`src/rtl/burst_pkg.sv`:
```
package burst_pkg;

    // Action chosen at a clock edge, listed in decreasing priority
    typedef enum logic [1:0] {
        MODE_ZERO = 2'd0,
        MODE_LOAD = 2'd1,
        MODE_STEP = 2'd2,
        MODE_HOLD = 2'd3
    } burst_mode_e;

endpackage

```
`src/rtl/burst_mode_decode.sv`:
```
module burst_mode_decode
    import burst_pkg::*;
(
    input  logic        load_n,
    input  logic        step_n,
    input  logic        zero_n,
    output burst_mode_e mode
);

    // Fixed priority: clear, load, step, hold
    always_comb begin
        if (!zero_n)      mode = MODE_ZERO;
        else if (!load_n) mode = MODE_LOAD;
        else if (!step_n) mode = MODE_STEP;
        else              mode = MODE_HOLD;
    end

    always_comb begin
        AST_DECODE_PRIO: assert (zero_n || mode == MODE_ZERO);
    end

endmodule

```
`src/rtl/burst_addr_reg.sv`:
```
module burst_addr_reg
    import burst_pkg::*;
#(
    parameter int AW = 13
) (
    input  logic          clk,
    input  logic          rst_n,
    input  burst_mode_e   mode,
    input  logic [AW-1:0] ext_addr,
    output logic [AW-1:0] addr_q
);

    localparam logic [AW-1:0] ADDR_TOP = {AW{1'b1}};

    logic [AW-1:0] addr_d;

    // Next-address selection by mode
    always_comb begin
        unique case (mode)
            MODE_ZERO: addr_d = '0;
            MODE_LOAD: addr_d = ext_addr;
            MODE_STEP: addr_d = addr_q + AW'(1);
            MODE_HOLD: addr_d = addr_q;
            default:   addr_d = addr_q;
        endcase
    end

    // Address state register
    always_ff @(posedge clk or negedge rst_n) begin
        if (!rst_n) addr_q <= '0;
        else        addr_q <= addr_d;
    end

    AST_ZERO_CLEARS: assert property (@(posedge clk) disable iff (!rst_n)
        mode == MODE_ZERO |=> addr_q == '0);
    AST_LOAD_TAKES: assert property (@(posedge clk) disable iff (!rst_n)
        mode == MODE_LOAD |=> addr_q == $past(ext_addr));
    AST_STEP_ADVANCES: assert property (@(posedge clk) disable iff (!rst_n)
        (mode == MODE_STEP && addr_q != ADDR_TOP) |=> addr_q == $past(addr_q) + AW'(1));
    AST_HOLD_STABLE: assert property (@(posedge clk) disable iff (!rst_n)
        mode == MODE_HOLD |=> $stable(addr_q));
    AST_WRAP_TO_ZERO: assert property (@(posedge clk) disable iff (!rst_n)
        (mode == MODE_STEP && addr_q == ADDR_TOP) |=> addr_q == '0);

endmodule

```
`src/rtl/burst_addr_gen.sv`:
```
module burst_addr_gen
    import burst_pkg::*;
#(
    parameter int AW = 13
) (
    input  logic          clk,
    input  logic          rst_n,
    input  logic [AW-1:0] ext_addr,
    input  logic          load_n,
    input  logic          step_n,
    input  logic          zero_n,
    output logic [AW-1:0] acc_addr
);

    burst_mode_e mode;

    burst_mode_decode u_decode (
        .load_n (load_n),
        .step_n (step_n),
        .zero_n (zero_n),
        .mode   (mode)
    );

    burst_addr_reg #(.AW(AW)) u_addr (
        .clk      (clk),
        .rst_n    (rst_n),
        .mode     (mode),
        .ext_addr (ext_addr),
        .addr_q   (acc_addr)
    );

    AST_LOAD_BEATS_STEP: assert property (@(posedge clk) disable iff (!rst_n)
        (zero_n && !load_n && !step_n) |=> acc_addr == $past(ext_addr));

endmodule

```
`config.mk`:
```
export PLATFORM = sky130hd
export DESIGN_NAME = burst_addr_gen
export DESIGN_NICKNAME = d
export VERILOG_FILES = /design/src/rtl/burst_pkg.sv /design/src/rtl/burst_mode_decode.sv /design/src/rtl/burst_addr_reg.sv /design/src/rtl/burst_addr_gen.sv
export SDC_FILE = /design/constraint.sdc
export NUM_CORES = 1
export LEC_CHECK = 0
export BUFFER_PORTS_ARGS = -buffer_cell sky130_fd_sc_hd__clkbuf_2
export CAP_MARGIN = 40
export CORE_UTILIZATION = 52
export DETAILED_ROUTE_END_ITERATION = 8
export HOLD_SLACK_MARGIN = 0.03
export PLACE_DENSITY = 0.83
export RECOVER_POWER = 50
export SYNTH_ARGS = -nofsm -noshare
export SYNTH_HDL_FRONTEND = slang
export SYNTH_SLANG_ARGS = --single-unit
```
`constraint.sdc`:
```
create_clock -name clk -period 4 [get_ports clk]
set_input_delay 0.8 -clock clk [delete_from_list [all_inputs] [get_ports clk]]
set_output_delay 0.8 -clock clk [all_outputs]
set_load 0.03 [all_outputs]
```
After elaboration in Yosys (flattened, before gate mapping) --
Cells that the tools add are included. Widths: inputs -> output; s select.
Cells by class: add/subtract/negate cells 1, equal/unequal tests 3, multiplexer cells 4, reductions and logical operators 1
Operators by type and width (number):
- $pmux 13 s3 | 1
- $add 13x1->13 const B | 1
- $eq 2x2->1 const B | 2
- $mux 2 | 2
- $eq 2x1->1 const B | 1
- $logic_not 2->1 | 1
- $mux 1 | 1
Storage, ports and cells: register bits 13, input port bits 18, output and inout bits 13, logic and storage cells 10

Longest topological paths before layout --
Gate-level depths: netlist (run 1).
word-level depth 5, mapped depth 10, mapped depth without buffers 8

Hierarchy --
Synthesis (run 1) repeated with hierarchy kept, for this count alone.
Second synthesis, totals: cells, all modules 101, area total of the unflattened synthesis 898.4 um2
By module, submodules not included:
- burst_addr_reg | instances 1, cells each 98, area each 880.8 um2, sequential area each 325.3 um2
- burst_mode_decode | instances 1, cells each 3, area each 17.5 um2, sequential area each 0.0 um2

Worst setup path after synthesis (run 1) --
OpenSTA, ideal clock, no wires.
kind input to register, start point input port load_n, end point register u_addr.addr_q[6], library setup time 0.067 ns, arrival time 2.300 ns, required time 3.933 ns, slack 1.633 ns, stages on the path 10, buffers on the path 2, path through inv_1 -> o21ai_0 -> inv_1 -> ha_1 -> buf_6 -> or3b_4 -> buf_6 -> nor4_2 -> a21oi_1 -> nand2_1
On the way: longest elaborated chain between the ends 4, elaborated cells between the ends (all ways) 7, those cells by class eq/ne (3); mux (3); reduce/logical (1)
RTL lines:
- start: declaration | line burst_addr_gen.sv:9 | input logic load_n,
- $mux 2 * | line burst_mode_decode.sv:13 | else if (!load_n) mode = MODE_LOAD;
- $mux 2 * | line burst_mode_decode.sv:12 | if (!zero_n) mode = MODE_ZERO;
- $eq 2x2->1 (tied with other cells) | line burst_addr_reg.sv:19 | unique case (mode)
- $pmux 13 s3 | line burst_addr_reg.sv:19
- end signal: assignment | line burst_addr_reg.sv:31 | else addr_q <= addr_d;
- end: declaration | line burst_addr_reg.sv:10 | output logic [AW-1:0] addr_q
Every way passes the cells marked *; elsewhere a longest branch is shown, timed or not. A chain may end at the register's enable or synchronous reset.

Worst setup path after layout (run 1) --
start point input port load_n, end point register u_addr.addr_q[4]
The elaborated chain is that of the path after synthesis.

==> flow_summary.ini, run 1 <==
[run_status]
run_status = finished clean

[pwr]
cellLeakagePower_nw = 0.4508
ir_worst_vdd_mv = 0.1959
powerDensity_mw_per_mm2 = 282.4

[floorplanning]
floorplan.core_area_mm2 = 0.001541
dieHeight_um = 43.10
floorplan.die_area_mm2 = 0.001858
floorplan.io_pins = 31
core.rowCount = 14
effective_utilization_at_floorplan_pct = 56.98
die_width_um = 43.10

[sta]
tightest_slew_ns = 0.7016
setup_violation_total_in_the_final_timing_report = 0
period_needed_ns = 2.486
fmaxAchievable_mhz = 402.2
timing.final.max_slew_violations = 0
totalNegativeSetupSlack_ns = 0
grt_setup_unrepaired = false
slew_headroom_pct = 53.22
report.final.hold_viol_count = 0
timing.clock.skew_ns = 0.007190
fin_crit_sh_pct = 62.15

[synthesis]
mux_contribution_to_synthesized_area_pct = 0
synthesized_area_fraction_occupied_by_and_or_nand_nor_cells_pct = 22.79
yosys.cell_types.count = 28
synth_compound_gate_area_share_pct = 22.22
syn-instance-count = 99
ys_seq_elements = 13
seq_area_frac_synth_pct = 37.04
cell_area_after_synthesis_um2 = 878.3
syn_nets = 121
adder_cell_share_of_the_synthesized_area_pct = 5.698
synth_top_family_by_area = simple AND/OR/NAND/NOR gates
yosys-top-cells-area = dfrtp_1, o21ai_0, ha_1, nand2_1, xnor2_1
synth_top_cell_by_area = dfrtp_1
ys.warnings.count = 0
synth_top_cell_area_share_pct = 37.04
avgSynthCellArea_um2 = 8.872
synth_xor_xnor_area_share_pct = 4.986

[layout]
num_antenna_cells = 0
leading_cell_type_in_the_layout_fill_and_taps_excluded = clkbuf_2
post-route-cell-area_mm2 = 0.001032
nets = 153
largest_register_ffs = 13
fillCellCount = 130
syn2layout_area_growth_pct = 17.52
layout-drive-gt1-share_pct = 23.85
mostFrequentLayoutCells = clkbuf_2, dfrtp_1, o21ai_0, nand2_1
top_register = u_addr.addr_q
post_layout_nonfiller_instances = 146
largestRegisters = u_addr.addr_q (13)

[clock_network]
tritoncts = built
clk_pin_slew_ns = 0.09
post_cts_resized = 0
clkSinkCount = 13
numCtsBuffers = 3
htreeDepth = 1
clk_latency_ns = 0.28
cts.hold.buffers_added = 0
clock_root_cell = clkbuf_4
maximum_clock_path_buffer_count = 2
cts_setup_buffers = 0

[worst_setup_path]
timing.critical_path.cells = clkbuf_2 > inv_1 > o21ai_0 > inv_1 > ha_1 > or3b_4 > and2b_2 > o21ai_0 > o311ai_1
timing.critical_path.from_type = input pin
worst_path_max_delay_cell = or3b_4
critical_path_arrival_ns = 2.67
slowest_delay_ns = 0.54
timing.critical_path.to_type = flip-flop
worst_ep_required_time_ns = 4.18
worst-path-max-fanout = 19
worst-setup-path-type = input pin to flip-flop

[routing]
number_of_vias_after_detailed_routing = 891
post-route-drc-count = 0
routed_via_density = 6.103
total_routed_wirelength_um = 2030
drt_iter0_drc = 29
first_pass_drt_iterations = 4
postRouteAntennaNets = 0
avgRoutedWirePerCell_um = 13.90

[global_route]
grt_start_max_net_pins = 20
grt_pass1_wl_um = 3312
antenna_violations_before_repair = 0
grt_usage_pct = 23.20
vias_in_the_first_global_route = 826
overflow = 0

[placed_design]
place_congestion = 0.8107
placedInstanceArea_mm2 = 0.001015
place.detailed.instances = 142
hpwlAfterDp_um = 1498
portBuffers = 30

[run]
timing.max_cap.violations = 0

[hold_path]
hold_class = input pin to asynchronous set/reset pin
## power breakdown
| part | internal [mW] | total, mW | switching (mW) |
|---|---|---|---|
| sequential | 0.138 | 0.148 | 0.0101 |
| clock | 0.0387 | 0.0832 | 0.0446 |
| combinational | 0.0224 | 0.0603 | 0.0379 |
## cell type report
cell class / instances / area, um^2 / area share, %
multi-input combinational: 75 / 489.2 / 47.39
timing repair buffer: 30 / 141.4 / 13.70
tap: 16 / 20.02 / 1.939
clock buffer: 4 / 26.28 / 2.545
sequential: 13 / 325.3 / 31.52
inverter: 8 / 30.03 / 2.909
## metal layers
| layer | track usage (%) | share of wire (%) | vias up |
|---|---|---|---|
| li1 | - | - | 429 |
| met1 | 28.12 | 44 | 424 |
| met2 | 40.00 | 49 | 33 |
| met3 | 3.830 | 5.4 | 5 |
| met4 | 9.697 | 1.1 | 0 |
| met5 | 0 | 0 | - |
## through the flow
stage / setup slack [ns] / hold slack, ns / power [mW] / util, %
2_1_floorplan: 1.633 / 0.5044 / 0.1890 / -
3_3_place_gp: 1.362 / 0.5317 / 0.2097 / 65.83
3_5_place_dp: 1.262 / 0.5360 / 0.2115 / 65.83
4_1_cts: 1.519 / 0.4106 / 0.2929 / 67.53
5_1_grt: 1.357 / 0.5800 / 0.3040 / 66.96
6_report: 1.514 / 0.5322 / 0.2915 / 66.96
## synthesized netlist by cell type
cell and count:
and2b_2 1, nor4_1 2, or2_2 1, o221ai_1 2, nand2_1 12, a31oi_1 4
nor4_2 1, and2_1 1, buf_6 3, nor2_1 1, o21ai_0 12, inv_1 8
nand3_1 6, a22oi_1 5, nor2b_1 2, and3_1 2, dfrtp_1 13, nand4_1 1
a21oi_1 1, or3b_4 1, nor3_1 3, ha_1 4, o311ai_1 3, o22ai_1 1
nor3b_1 1, xnor2_1 5, a32oi_1 2, nand3_2 1
## cell families after synthesis
kind of cell,count (synthesis)
xor gates and xnor gates,5
and+or+nand+nor,36
adders and majority gates,4
buffers and inverters,11
DFF,13
AOI/OAI and AO/OA,30
## worst max-delay path, delay by kind of cell
| family | cells | cell delay, ns |
|---|---|---|
| AOI/OAI and AO/OA | 3 | 0.44 |
| adders and majority gates | 1 | 0.43 |
| buffers and inverters | 3 | 0.23 |
| and+or+nand+nor | 2 | 0.78 |
## worst paths after layout
check                                                   start                             to  slack, ns  depth (start not counted)
worst max-delay path                                   load_n   u_addr.addr_q[4]$_DFFE_PN0P_       1.51                          9
worst min register to register  u_addr.addr_q[12]$_DFFE_PN0P_  u_addr.addr_q[12]$_DFFE_PN0P_       0.54                          2
worst max register to register   u_addr.addr_q[0]$_DFFE_PN0P_  u_addr.addr_q[12]$_DFFE_PN0P_       2.34                          5
worst min-delay path                                    rst_n   u_addr.addr_q[4]$_DFFE_PN0P_       0.53                          1
max in group asynchronous                               rst_n   u_addr.addr_q[8]$_DFFE_PN0P_       3.02                          1
min in group clk                u_addr.addr_q[12]$_DFFE_PN0P_  u_addr.addr_q[12]$_DFFE_PN0P_       0.54                          2
(Power assumes the default switching activity.)
==> inputs of run 2 (changes only) <==
--- a/config.mk
+++ b/config.mk
@@ -5,12 +5,14 @@
 export SDC_FILE = /design/constraint.sdc
 export NUM_CORES = 1
 export LEC_CHECK = 0
+export ABC_AREA = 1
 export BUFFER_PORTS_ARGS = -buffer_cell sky130_fd_sc_hd__clkbuf_2
 export CAP_MARGIN = 40
-export CORE_UTILIZATION = 52
+export CORE_ASPECT_RATIO = 0.6
+export CORE_UTILIZATION = 45
 export DETAILED_ROUTE_END_ITERATION = 8
 export HOLD_SLACK_MARGIN = 0.03
-export PLACE_DENSITY = 0.83
+export PLACE_DENSITY = 0.74
 export RECOVER_POWER = 50
 export SYNTH_ARGS = -nofsm -noshare
 export SYNTH_HDL_FRONTEND = slang
==> constraint.sdc (replaced) <==
create_clock -name clk -period 2.1 [get_ports clk]
set_input_delay 0.42 -clock clk [delete_from_list [all_inputs] [get_ports clk]]
set_output_delay 0.42 -clock clk [all_outputs]
set_load 0.03 [all_outputs]
==> flow_summary.ini, run 2 <==
[pwr]
fraction_of_power_spent_switching_nets_pct = 30.93
post-layout-total-power_mw = 0.6423
net-switching-power_mw = 0.1986
ir_worst_vdd_mv = 0.2541
clock_power_share_pct = 35.3
powerDensity_mw_per_mm2 = 535.3
cellLeakagePower_nw = 0.6286
cell_internal_pwr_mw = 0.4436
seqPwrFrac_pct = 43.7
share_comb_of_total_power_pct = 20.9

[sta]
tightest_slew_ns = 0.7252
totalNegativeSetupSlack_ns = 0
report.final.hold_viol_count = 0
period_needed_ns = 1.491
timing.final.max_slew_violations = 0
timing.clock.skew_ns = 0.0007358
setup_violation_total_in_the_final_timing_report = 0
grt_setup_unrepaired = false
slew_headroom_pct = 51.66
fmaxAchievable_mhz = 670.8
post-route-worst-setup-slack_ns = 0.6092
hold-worst-slack_ns = 0.2044
fin_crit_sh_pct = 70.99

[clock_network]
post_cts_resized = 0
tritoncts = built
maximum_clock_path_buffer_count = 2
clock_root_cell = clkbuf_8
clkSinkCount = 13
cts.hold.buffers_added = 0
cts_setup_buffers = 0
clk_pin_slew_ns = 0.06
clk_latency_ns = 0.24
numCtsBuffers = 3
htreeDepth = 1

[layout]
syn2layout_area_growth_pct = 19.13
largest_register_ffs = 13
leading_cell_type_in_the_layout_fill_and_taps_excluded = nand2_1
largestRegisters = u_addr.addr_q (13)
post-route-cell-area_mm2 = 0.001200
finalCoreUtilization_pct = 61.01
fillCellCount = 189
num_antenna_cells = 0
post_layout_nonfiller_instances = 208
nets = 203
mostFrequentLayoutCells = nand2_1, clkbuf_2, inv_1
top_register = u_addr.addr_q
layout-drive-gt1-share_pct = 19.44

[synthesis]
yosys_most_used_dff = dfrtp_1
ys.warnings.count = 0
synth_top_cell_by_area = dfrtp_1
syn_nets = 170
synth_top_cell_area_share_pct = 32.30
yosys.cell_types.count = 22
syn-instance-count = 148
yosys-top-cells-area = dfrtp_1, nand2_1, nand3_1, inv_1, ha_1
cell_area_after_synthesis_mm2 = 0.001007
seq_area_frac_synth_pct = 32.30
number_of_enable_type_register_cells_in_the_synthesized_netlist = 0
async_reset_ff_share_pct = 100.0
ys_seq_elements = 13
avgSynthCellArea_um2 = 6.806
synth.most_common_cell = nand2_1
synth.top_cells.by_count = nand2_1, inv_1, dfrtp_1, nand3_1

[worst_setup_path]
worst_path_max_delay_cell = dfrtp_1
timing.critical_path.cells = ha_1 > nand2_2 > nor2_4 > nand2_2 > o211ai_2 > nand2_1 > nand2_1 > nand2_1
critical_path_cell_count = 8
worst-setup-path-type = flip-flop to flip-flop
timing.rr.start = u_addr.addr_q[1]$_DFFE_PN0P_
r2r-end = u_addr.addr_q[6]$_DFFE_PN0P_
worst_ep_required_time_ns = 2.24
worstSetupStartpoint = u_addr.addr_q[1]$_DFFE_PN0P_
critical_path_arrival_ns = 1.63
path_delay_family = simple AND/OR/NAND/NOR gates
worst-path-buf-inv = 0
count_of_cells_along_the_worst_register_to_register_path = 8
timing.critical_path.from_type = flip-flop
worst_setup_path_endpoint = u_addr.addr_q[6]$_DFFE_PN0P_
rrSetupSlack_ns = 0.61
slowest_delay_ns = 0.43
timing.critical_path.to_type = flip-flop
critPathMostFrequentCell = nand2_1
worst-path-max-fanout = 7

[global_route]
grt_pass1_wl_um = 4291
overflow = 0
grt_start_max_net_pins = 14
vias_in_the_first_global_route = 1001
antenna_violations_before_repair = 0
grt_usage_pct = 23.85

[floorplanning]
floorplan.io_pins = 31
floorplan.core_area_mm2 = 0.001967
effective_utilization_at_floorplan_pct = 51.21
die_width_um = 63.08
core.rowCount = 12
floorplan.die_area_mm2 = 0.002438
dieHeight_um = 38.65

[routing]
post-route-drc-count = 0
drt_iter0_drc = 101
routed_via_density = 5.221
first_pass_drt_iterations = 4
avgRoutedWirePerCell_um = 12.40
postRouteAntennaNets = 0
number_of_vias_after_detailed_routing = 1086
total_routed_wirelength_um = 2579

[placed_design]
dp_worst_setup_slack_ns = 0.3467
placedInstanceArea_mm2 = 0.001164
hpwlAfterDp_um = 1887
place.detailed.instances = 204
portBuffers = 30
place_congestion = 0.8860

[hold_path]
hold_class = input pin to asynchronous set/reset pin

[run]
timing.max_cap.violations = 0

[run_status]
run_status = finished clean
[run 2: cell types whose count changed after synthesis, sizes merged, moves of 3 or more]
cell and delta:
a22oi -4, a31oi -4, inv +8, nand2 +55, nand3 +5, nand4 +3, nor2 +8, nor3 -3
nor4 -3, o21ai -3, o311ai -3, xnor2 -5
[run 2: layer usage]
layer	share of wire [%]	track usage (%)	up-vias
li1	-	-	537
met1	47	28.24	493
met2	45	43.82	52
met3	7.8	5.588	4
met4	0.43	8.140	0
met5	0	0	-
[run 2: cells by family (layout without fill, tap and decap cells)]
logic type | Yosys count | count (layout) | synth area share (%)
fa+ha+maj | 4 | 4 | 4.969
simple gates | 93 | 93 | 40.99
compound gates | 18 | 18 | 11.43
buf+inv | 20 | 52 | 10.31
flops | 13 | 13 | 32.30
[run 2: final cells by class]
class,instances,area [um^2],area share (%)
Inverter,16,60.06,5.005
Tap cell,28,35.03,2.920
Multi-Input combinational cell,115,578.1,48.18
Timing Repair Buffer,32,156.4,13.03
Clock buffer,4,45.04,3.754
Sequential cell,13,325.3,27.11
[run 2: how the worst min path moves through the flow]
stage / endpoint
finish: u_addr.addr_q[7]$_DFFE_PN0P_
global route: u_addr.addr_q[7]$_DFFE_PN0P_
CTS: u_addr.addr_q[7]$_DFFE_PN0P_
detailed placement: u_addr.addr_q[7]$_DFFE_PN0P_
global placement: u_addr.addr_q[11]$_DFFE_PN0P_
floorplan: u_addr.addr_q[0]$_DFFE_PN0P_
[run 2: power groups by stage]
stage | combinational, mW | sequential [mW] | clock, mW
after global placement | 0.133 | 0.284 | 0
final | 0.134 | 0.281 | 0.227
after global routing | 0.149 | 0.283 | 0.248
after floorplan | 0.0664 | 0.306 | 0
after CTS | 0.137 | 0.280 | 0.234
after detailed placement | 0.136 | 0.284 | 0
